`config.mk`:
```
export PLATFORM = sky130hd
export DESIGN_NAME = hib_ctrl
export DESIGN_NICKNAME = d
export VERILOG_FILES = /design/src/rtl/hib_pkg.sv /design/src/rtl/hib_sync.sv /design/src/rtl/hib_rtc.sv /design/src/rtl/hib_seq.sv /design/src/rtl/hib_ctrl.sv
export SDC_FILE = /design/constraint.sdc
export NUM_CORES = 1
export LEC_CHECK = 0
export ABC_AREA = 0
export CAP_MARGIN = 10
export CORE_MARGIN = 10
export CORE_UTILIZATION = 53
export DETAILED_ROUTE_END_ITERATION = 8
export MAX_ROUTING_LAYER = met4
export PLACE_DENSITY = 0.84
export SYNTH_ARGS = -nofsm -noshare
export SYNTH_HDL_FRONTEND = slang
export SYNTH_SLANG_ARGS = --single-unit
```
`constraint.sdc`:
```
create_clock -name clk -period 2.45 [get_ports clk]
set_input_delay 0.49 -clock clk [delete_from_list [all_inputs] [get_ports clk]]
set_output_delay 0.49 -clock clk [all_outputs]
set_load 0.02 [all_outputs]
```
`src/rtl/hib_pkg.sv`:
```
package hib_pkg;
  typedef enum logic [1:0] {
    ST_IDLE  = 2'd0,
    ST_ENTER = 2'd1,
    ST_HIB   = 2'd2,
    ST_WAKE  = 2'd3
  } hib_state_e;

  localparam int ADDR_W = 3;
  localparam logic [ADDR_W-1:0] A_CTRL  = 3'd0;
  localparam logic [ADDR_W-1:0] A_COUNT = 3'd1;
  localparam logic [ADDR_W-1:0] A_LOAD  = 3'd2;
  localparam logic [ADDR_W-1:0] A_MAT0  = 3'd3;
  localparam logic [ADDR_W-1:0] A_MAT1  = 3'd4;
  localparam logic [ADDR_W-1:0] A_TRIM  = 3'd5;
  localparam logic [ADDR_W-1:0] A_CAUSE = 3'd6;

  localparam int N_MATCH = 2;
  localparam int CAUSE_W = 4;
endpackage

```
`src/rtl/hib_sync.sv`:
```
module hib_sync #(
  parameter int STAGES = 2
) (
  input  logic clk,
  input  logic rst_n,
  input  logic d,
  output logic q
);
  logic [STAGES-1:0] chain;

  always_ff @(posedge clk or negedge rst_n) begin
    if (!rst_n) chain <= '0;
    else        chain <= {chain[STAGES-2:0], d};
  end

  assign q = chain[STAGES-1];
endmodule

```
`src/rtl/hib_rtc.sv`:
```
module hib_rtc #(
  parameter int CNT_W         = 32,
  parameter int TICKS_PER_SEC = 32768
) (
  input  logic             clk,
  input  logic             rst_n,
  input  logic             load,
  input  logic [CNT_W-1:0] load_val,
  input  logic [1:0]       trim,
  output logic [CNT_W-1:0] count
);
  localparam int PRE_W = $clog2(TICKS_PER_SEC + 1);
  localparam logic [PRE_W-1:0] T_NORM  = PRE_W'(TICKS_PER_SEC - 1);
  localparam logic [PRE_W-1:0] T_LONG  = PRE_W'(TICKS_PER_SEC);
  localparam logic [PRE_W-1:0] T_SHORT = PRE_W'(TICKS_PER_SEC - 2);

  logic [PRE_W-1:0] pre;
  logic [5:0]       epoch;
  logic [PRE_W-1:0] terminal;
  logic             wrap;

  always_comb begin
    terminal = T_NORM;
    if (epoch == 6'd63) begin
      if (trim == 2'b01)      terminal = T_LONG;
      else if (trim == 2'b11) terminal = T_SHORT;
    end
  end

  assign wrap = (pre == terminal);

  always_ff @(posedge clk or negedge rst_n) begin
    if (!rst_n) begin
      pre   <= '0;
      epoch <= '0;
      count <= '0;
    end else if (load) begin
      pre   <= '0;
      epoch <= '0;
      count <= load_val;
    end else if (wrap) begin
      pre   <= '0;
      epoch <= epoch + 6'd1;
      count <= count + CNT_W'(1);
    end else begin
      pre   <= pre + PRE_W'(1);
    end
  end
endmodule

```
`src/rtl/hib_seq.sv`:
```
module hib_seq
  import hib_pkg::*;
(
  input  logic       clk,
  input  logic       rst_n,
  input  logic       start,
  input  logic       wake_evt,
  input  logic       pwr_good,
  output hib_state_e state
);
  hib_state_e nxt;

  always_comb begin
    nxt = state;
    unique case (state)
      ST_IDLE:  if (start)    nxt = ST_ENTER;
      ST_ENTER:               nxt = ST_HIB;
      ST_HIB:   if (wake_evt) nxt = ST_WAKE;
      ST_WAKE:  if (pwr_good) nxt = ST_IDLE;
      default:                nxt = ST_IDLE;
    endcase
  end

  always_ff @(posedge clk or negedge rst_n) begin
    if (!rst_n) state <= ST_IDLE;
    else        state <= nxt;
  end
endmodule

```
`src/rtl/hib_ctrl.sv`:
```
module hib_ctrl
  import hib_pkg::*;
#(
  parameter int CNT_W         = 32,
  parameter int TICKS_PER_SEC = 32768,
  parameter int SYNC_STAGES   = 2
) (
  input  logic             clk,
  input  logic             rst_n,
  input  logic             wr_en,
  input  logic             rd_en,
  input  logic [2:0]       addr,
  input  logic [CNT_W-1:0] wdata,
  output logic [CNT_W-1:0] rdata,
  output logic             rvalid,
  input  logic             wake_pin,
  input  logic             batt_low,
  input  logic             pwr_good,
  output logic             pwr_off,
  output logic             hibernating,
  output logic [CNT_W-1:0] sec_count
);
  hib_state_e         state;
  logic               en_pin, en_rtc, en_blk;
  logic [CNT_W-1:0]   match_q [N_MATCH];
  logic [1:0]         trim_q;
  logic [CAUSE_W-1:0] cause_q, cause_set, cause_clr;
  logic               wake_s, in_hib, pin_hit, wr_ctrl, req, refuse, start;
  logic [N_MATCH-1:0] m_hit;

  hib_sync #(.STAGES(SYNC_STAGES)) u_sync (
    .clk(clk), .rst_n(rst_n), .d(wake_pin), .q(wake_s)
  );

  hib_rtc #(.CNT_W(CNT_W), .TICKS_PER_SEC(TICKS_PER_SEC)) u_rtc (
    .clk(clk), .rst_n(rst_n),
    .load(wr_en && addr == A_LOAD), .load_val(wdata),
    .trim(trim_q), .count(sec_count)
  );

  assign in_hib  = (state == ST_HIB);
  assign pin_hit = en_pin && wake_s;
  assign wr_ctrl = wr_en && addr == A_CTRL;
  assign req     = wr_ctrl && wdata[0] && state == ST_IDLE;
  assign refuse  = wdata[3] && batt_low;
  assign start   = req && !refuse;

  generate
    for (genvar i = 0; i < N_MATCH; i++) begin : g_match
      assign m_hit[i] = en_rtc && (sec_count == match_q[i]);
      always_ff @(posedge clk or negedge rst_n) begin
        if (!rst_n)                                   match_q[i] <= '0;
        else if (wr_en && addr == A_MAT0 + 3'(i))     match_q[i] <= wdata;
      end
    end
  endgenerate

  hib_seq u_seq (
    .clk(clk), .rst_n(rst_n), .start(start),
    .wake_evt(in_hib && (pin_hit || (|m_hit))),
    .pwr_good(pwr_good), .state(state)
  );

  assign cause_set = {req && refuse, m_hit[1] && in_hib, m_hit[0] && in_hib, pin_hit && in_hib};
  assign cause_clr = (wr_en && addr == A_CAUSE) ? wdata[CAUSE_W-1:0] : '0;

  always_ff @(posedge clk or negedge rst_n) begin
    if (!rst_n) begin
      en_pin  <= 1'b0;
      en_rtc  <= 1'b0;
      en_blk  <= 1'b0;
      trim_q  <= '0;
      cause_q <= '0;
    end else begin
      if (wr_ctrl) begin
        en_pin <= wdata[1];
        en_rtc <= wdata[2];
        en_blk <= wdata[3];
      end
      if (wr_en && addr == A_TRIM) trim_q <= wdata[1:0];
      cause_q <= (cause_q & ~cause_clr) | cause_set;
    end
  end

  always_ff @(posedge clk or negedge rst_n) begin
    if (!rst_n) begin
      rdata  <= '0;
      rvalid <= 1'b0;
    end else begin
      rvalid <= rd_en;
      if (rd_en) begin
        case (addr)
          A_CTRL:  rdata <= CNT_W'({en_blk, en_rtc, en_pin, 1'b0});
          A_COUNT: rdata <= sec_count;
          A_LOAD:  rdata <= sec_count;
          A_MAT0:  rdata <= match_q[0];
          A_MAT1:  rdata <= match_q[1];
          A_TRIM:  rdata <= CNT_W'(trim_q);
          A_CAUSE: rdata <= CNT_W'(cause_q);
          default: rdata <= '0;
        endcase
      end
    end
  end

  assign pwr_off     = (state == ST_ENTER) || (state == ST_HIB);
  assign hibernating = (state != ST_IDLE);
endmodule

```
==> results.yml <==
clocking:
  numCtsBuffers: 17
  clkLatencyLatePin_ns: 0.44
  cts_sinks: 164
  clk_path_buf_depth: 2
  clk_pin_slew_ns: 0.06
  cts-root-buf: "clkbuf_16"
  cts_tree: "built"
  htree_levels: 4
worst_setup_path:
  cp_cell_sequence: "ha_1 -> and3_1 -> a31o_2 -> a2111oi_4 -> buf_4 -> buf_12 -> nand4_1 -> xor2_1 -> a21oi_1"
  path_buf_inv: 2
  r2r_slack_ns: 0.05
  cpMaxStageDelayCell: "dfrtp_1"
  start_kind: "flop"
  crit_type: "reg -> reg"
  r2r_end: "u_rtc.count[8]$_DFFE_PN0P_"
  endpoint_kind: "flop"
  rr_startpoint: "u_rtc.epoch[0]$_DFFE_PN0P_"
  critPathTopFamily: "compound AO/OA/AOI/OAI gates"
  rr_worst_depth: 9
  cp.required_ns: 2.80
  arrival_ns: 2.74
  slowest_delay_ns: 0.42
  critPathMaxFanout: 13
min_path:
  holdPathEnd: "u_sync.chain[1]$_DFF_PN0_"
  hold_start: "u_sync.chain[0]$_DFF_PN0_"
  hold_class: "reg -> reg"
  holdPathStages: 0
finish:
  final_common_cell: "dfrtp_1"
  post-route-util: 0.675
  fillers: 1194
  final_cell_mix: "dfrtp_1, clkdlybuf4s50_1, mux2_2, nor2_1, xnor2_1"
  nets: 1042
  syn2layout_area_growth_pct: 25.4
  drive_gt1_frac: 0.196
  num_antenna_cells: 0
timing:
  relSlewSlack: 0.635
  slew_violations: 0
  hold_viol_final: 0
  period_minus_slack_ns: 2.40
  tightestPinTransition_ns: 0.548
  fin_crit_sh: 0.978
  fin_ws_ns: 0.0549
  tns_ns: 0
  finalSetupViolations: 0
  skew_ns: 0.00703
  fmax_mhz: 418
drt:
  initialDrtViolationCount: 887
  drt_wl_total_um: 26600
  drc: 0
  firstDrtPassIters: 6
  vias_per_cell: 6.15
  num_vias: 7531
  wire_per_inst_um: 21.7
  postRouteAntennaNets: 0
power:
  powerDensity_nw_per_um2: 942
  p_leak_nw: 4.59
  power.share.clock: 0.290
  combPwrFrac: 0.331
  p_seq_frac: 0.379
  ir_drop_mv: 0.618
  power.internal_w: 0.00689
  switching_power_w: 0.00362
  power_w: 0.0105
  switching_share: 0.345
floorplanning:
  coreArea_um2: 16500
  start_util: 0.539
  die_height_um: 150
  io_pins: 109
  die_w_um: 150
  rows: 47
  dieArea_um2: 22400
placed_design:
  place_congestion: 0.918
  post-place-ws_ns: 0.0348
  portBuffers: 108
  hpwl_um: 18000
logic_synthesis:
  ys_async_sr_fraction: 1.00
  netlist_area_um2: 8900
  syn_nets: 938
  seq_area_frac_synth: 0.461
  post_synth_inst_count: 889
  yosysWarnings: 0
  ys_ff_latch: 164
  synth-main-ff-cell: "dfrtp_1"
  syn_avg_cell_area_um2: 10.0
  synth-edff-count: 0
  ys_types: 46
outcome:
  status: "finished, final reports clean"
global_route:
  grt_overflow: 0
  grt_pass1_wl_um: 41300
  grt_pass1_vias: 7511
  grt_usage: 0.242
  grt_max_degree: 57
  antenna_found_initial: 0
flow_run:
  drv_cap: 0
-- cells in the mapped netlist, types with 2 or more instances --
| cell | number | share of area |
|---|---|---|
| inv_1 | 42 | 0.018 |
| buf_4 | 3 | 0.0025 |
| a21oi_1 | 41 | 0.023 |
| o211ai_1 | 2 | 0.0017 |
| and4_1 | 5 | 0.0049 |
| nor3_1 | 5 | 0.0028 |
| dfrtp_1 | 164 | 0.46 |
| nand4_1 | 30 | 0.021 |
| buf_1 | 10 | 0.0042 |
| buf_6 | 2 | 0.0025 |
| nand2_1 | 51 | 0.022 |
| o22ai_1 | 32 | 0.022 |
| ha_1 | 7 | 0.0098 |
| a211oi_1 | 4 | 0.0034 |
| xnor2_1 | 63 | 0.062 |
| mux2_2 | 98 | 0.12 |
| and2_1 | 8 | 0.0056 |
| o21ai_1 | 9 | 0.0051 |
| a22oi_1 | 28 | 0.024 |
| o21ai_0 | 22 | 0.012 |
| a31oi_1 | 2 | 0.0014 |
| nor2b_1 | 5 | 0.0035 |
| nor2_1 | 69 | 0.029 |
| nor4_1 | 7 | 0.0049 |
| clkbuf_1 | 58 | 0.024 |
| buf_2 | 5 | 0.0028 |
| xor2_1 | 50 | 0.049 |
| nand3_1 | 27 | 0.015 |
| and3_1 | 16 | 0.011 |
| mux2i_1 | 8 | 0.0090 |
-- stage by stage --
step           instances  hold slack, ns  area, um2
6_report            1225           0.348      11200
5_1_grt             1225           0.370      11200
4_1_cts             1222           0.351      11100
3_5_place_dp        1190           0.336      10400
3_3_place_gp        1190           0.336      10400
2_1_floorplan        889           0.194       8900
-- how the worst max path moves through the flow --
stage | startpoint | to | slack [ns] | cells past startpoint
3_3_place_gp | addr[2] | u_seq.state[1]$_DFFE_PN0P_ | 0.13 | 7
3_5_place_dp | wr_en | u_seq.state[1]$_DFFE_PN0P_ | 0.03 | 7
4_1_cts | u_seq.state[1]$_DFFE_PN0P_ | pwr_off | 0.08 | 3
6_report | u_rtc.epoch[0]$_DFFE_PN0P_ | u_rtc.count[8]$_DFFE_PN0P_ | 0.05 | 9
5_1_grt | u_rtc.pre[2]$_DFF_PN0_ | u_rtc.count[22]$_DFFE_PN0P_ | -0.04 | 8
2_1_floorplan | u_rtc.epoch[0]$_DFFE_PN0P_ | u_rtc.count[11]$_DFFE_PN0P_ | 0.22 | 8
-- power by group through the flow --
stage	clock [W]	combinational [W]	sequential, W
finish	0.00305	0.00348	0.00399
global route	0.00320	0.00371	0.00406
CTS	0.00307	0.00343	0.00396
detailed placement	0	0.00337	0.00399
global placement	0	0.00329	0.00395
floorplan	0	0.00198	0.00398
-- repair_timing --
item | CTS | global route
pin swaps | 0 | 1
cloned | 0 | 1
gates resized for setup | 1 | 4
setup buffers | 0 | 2
endpoints found under the setup margin | 1 | 4
hold buffers | 1 | 0
hold endpoints to repair | 28 | 0
-- cells by family (layout without fill, tap and decap cells) --
logic type      count (synthesis)  in the layout  synth area share
compound gates                148            148             0.104
xor+xnor                      113            113             0.111
fa+ha+maj                       7              7           0.00984
buf+inv                       121            237            0.0548
flops                         164            164             0.461
mux                           106            106             0.133
simple gates                  230            230             0.126
-- final cells by class --
type | instances | area (um2) | share of cell area
Multi-Input combinational cell | 604 | 4350 | 0.390
Sequential cell | 164 | 4100 | 0.368
Timing Repair Buffer | 164 | 1610 | 0.144
Clock buffer | 18 | 439 | 0.0393
Tap cell | 220 | 275 | 0.0247
Clock inverter | 13 | 230 | 0.0206
Inverter | 42 | 158 | 0.0141
-- metal layers --
layer / track usage / up-vias / wire, um
met1: 0.301 / 3695 / 10700
met3: 0.0655 / 104 / 2500
met2: 0.366 / 453 / 12300
li1: - / 3279 / -
met4: 0.105 / 0 / 1160
met5: - / - / 0
-- registers in the layout, indices dropped and copies added (netlist names) --
name          count
en_pin            1
trim_q            2
en_rtc            1
u_seq.state       2
u_sync.chain      2
u_rtc.pre        16
rvalid            1
cause_q           4
u_rtc.epoch       6
en_blk            1
rdata            32
match_q          64
u_rtc.count      32
Note: power is estimated with default switching activity, not from simulation.
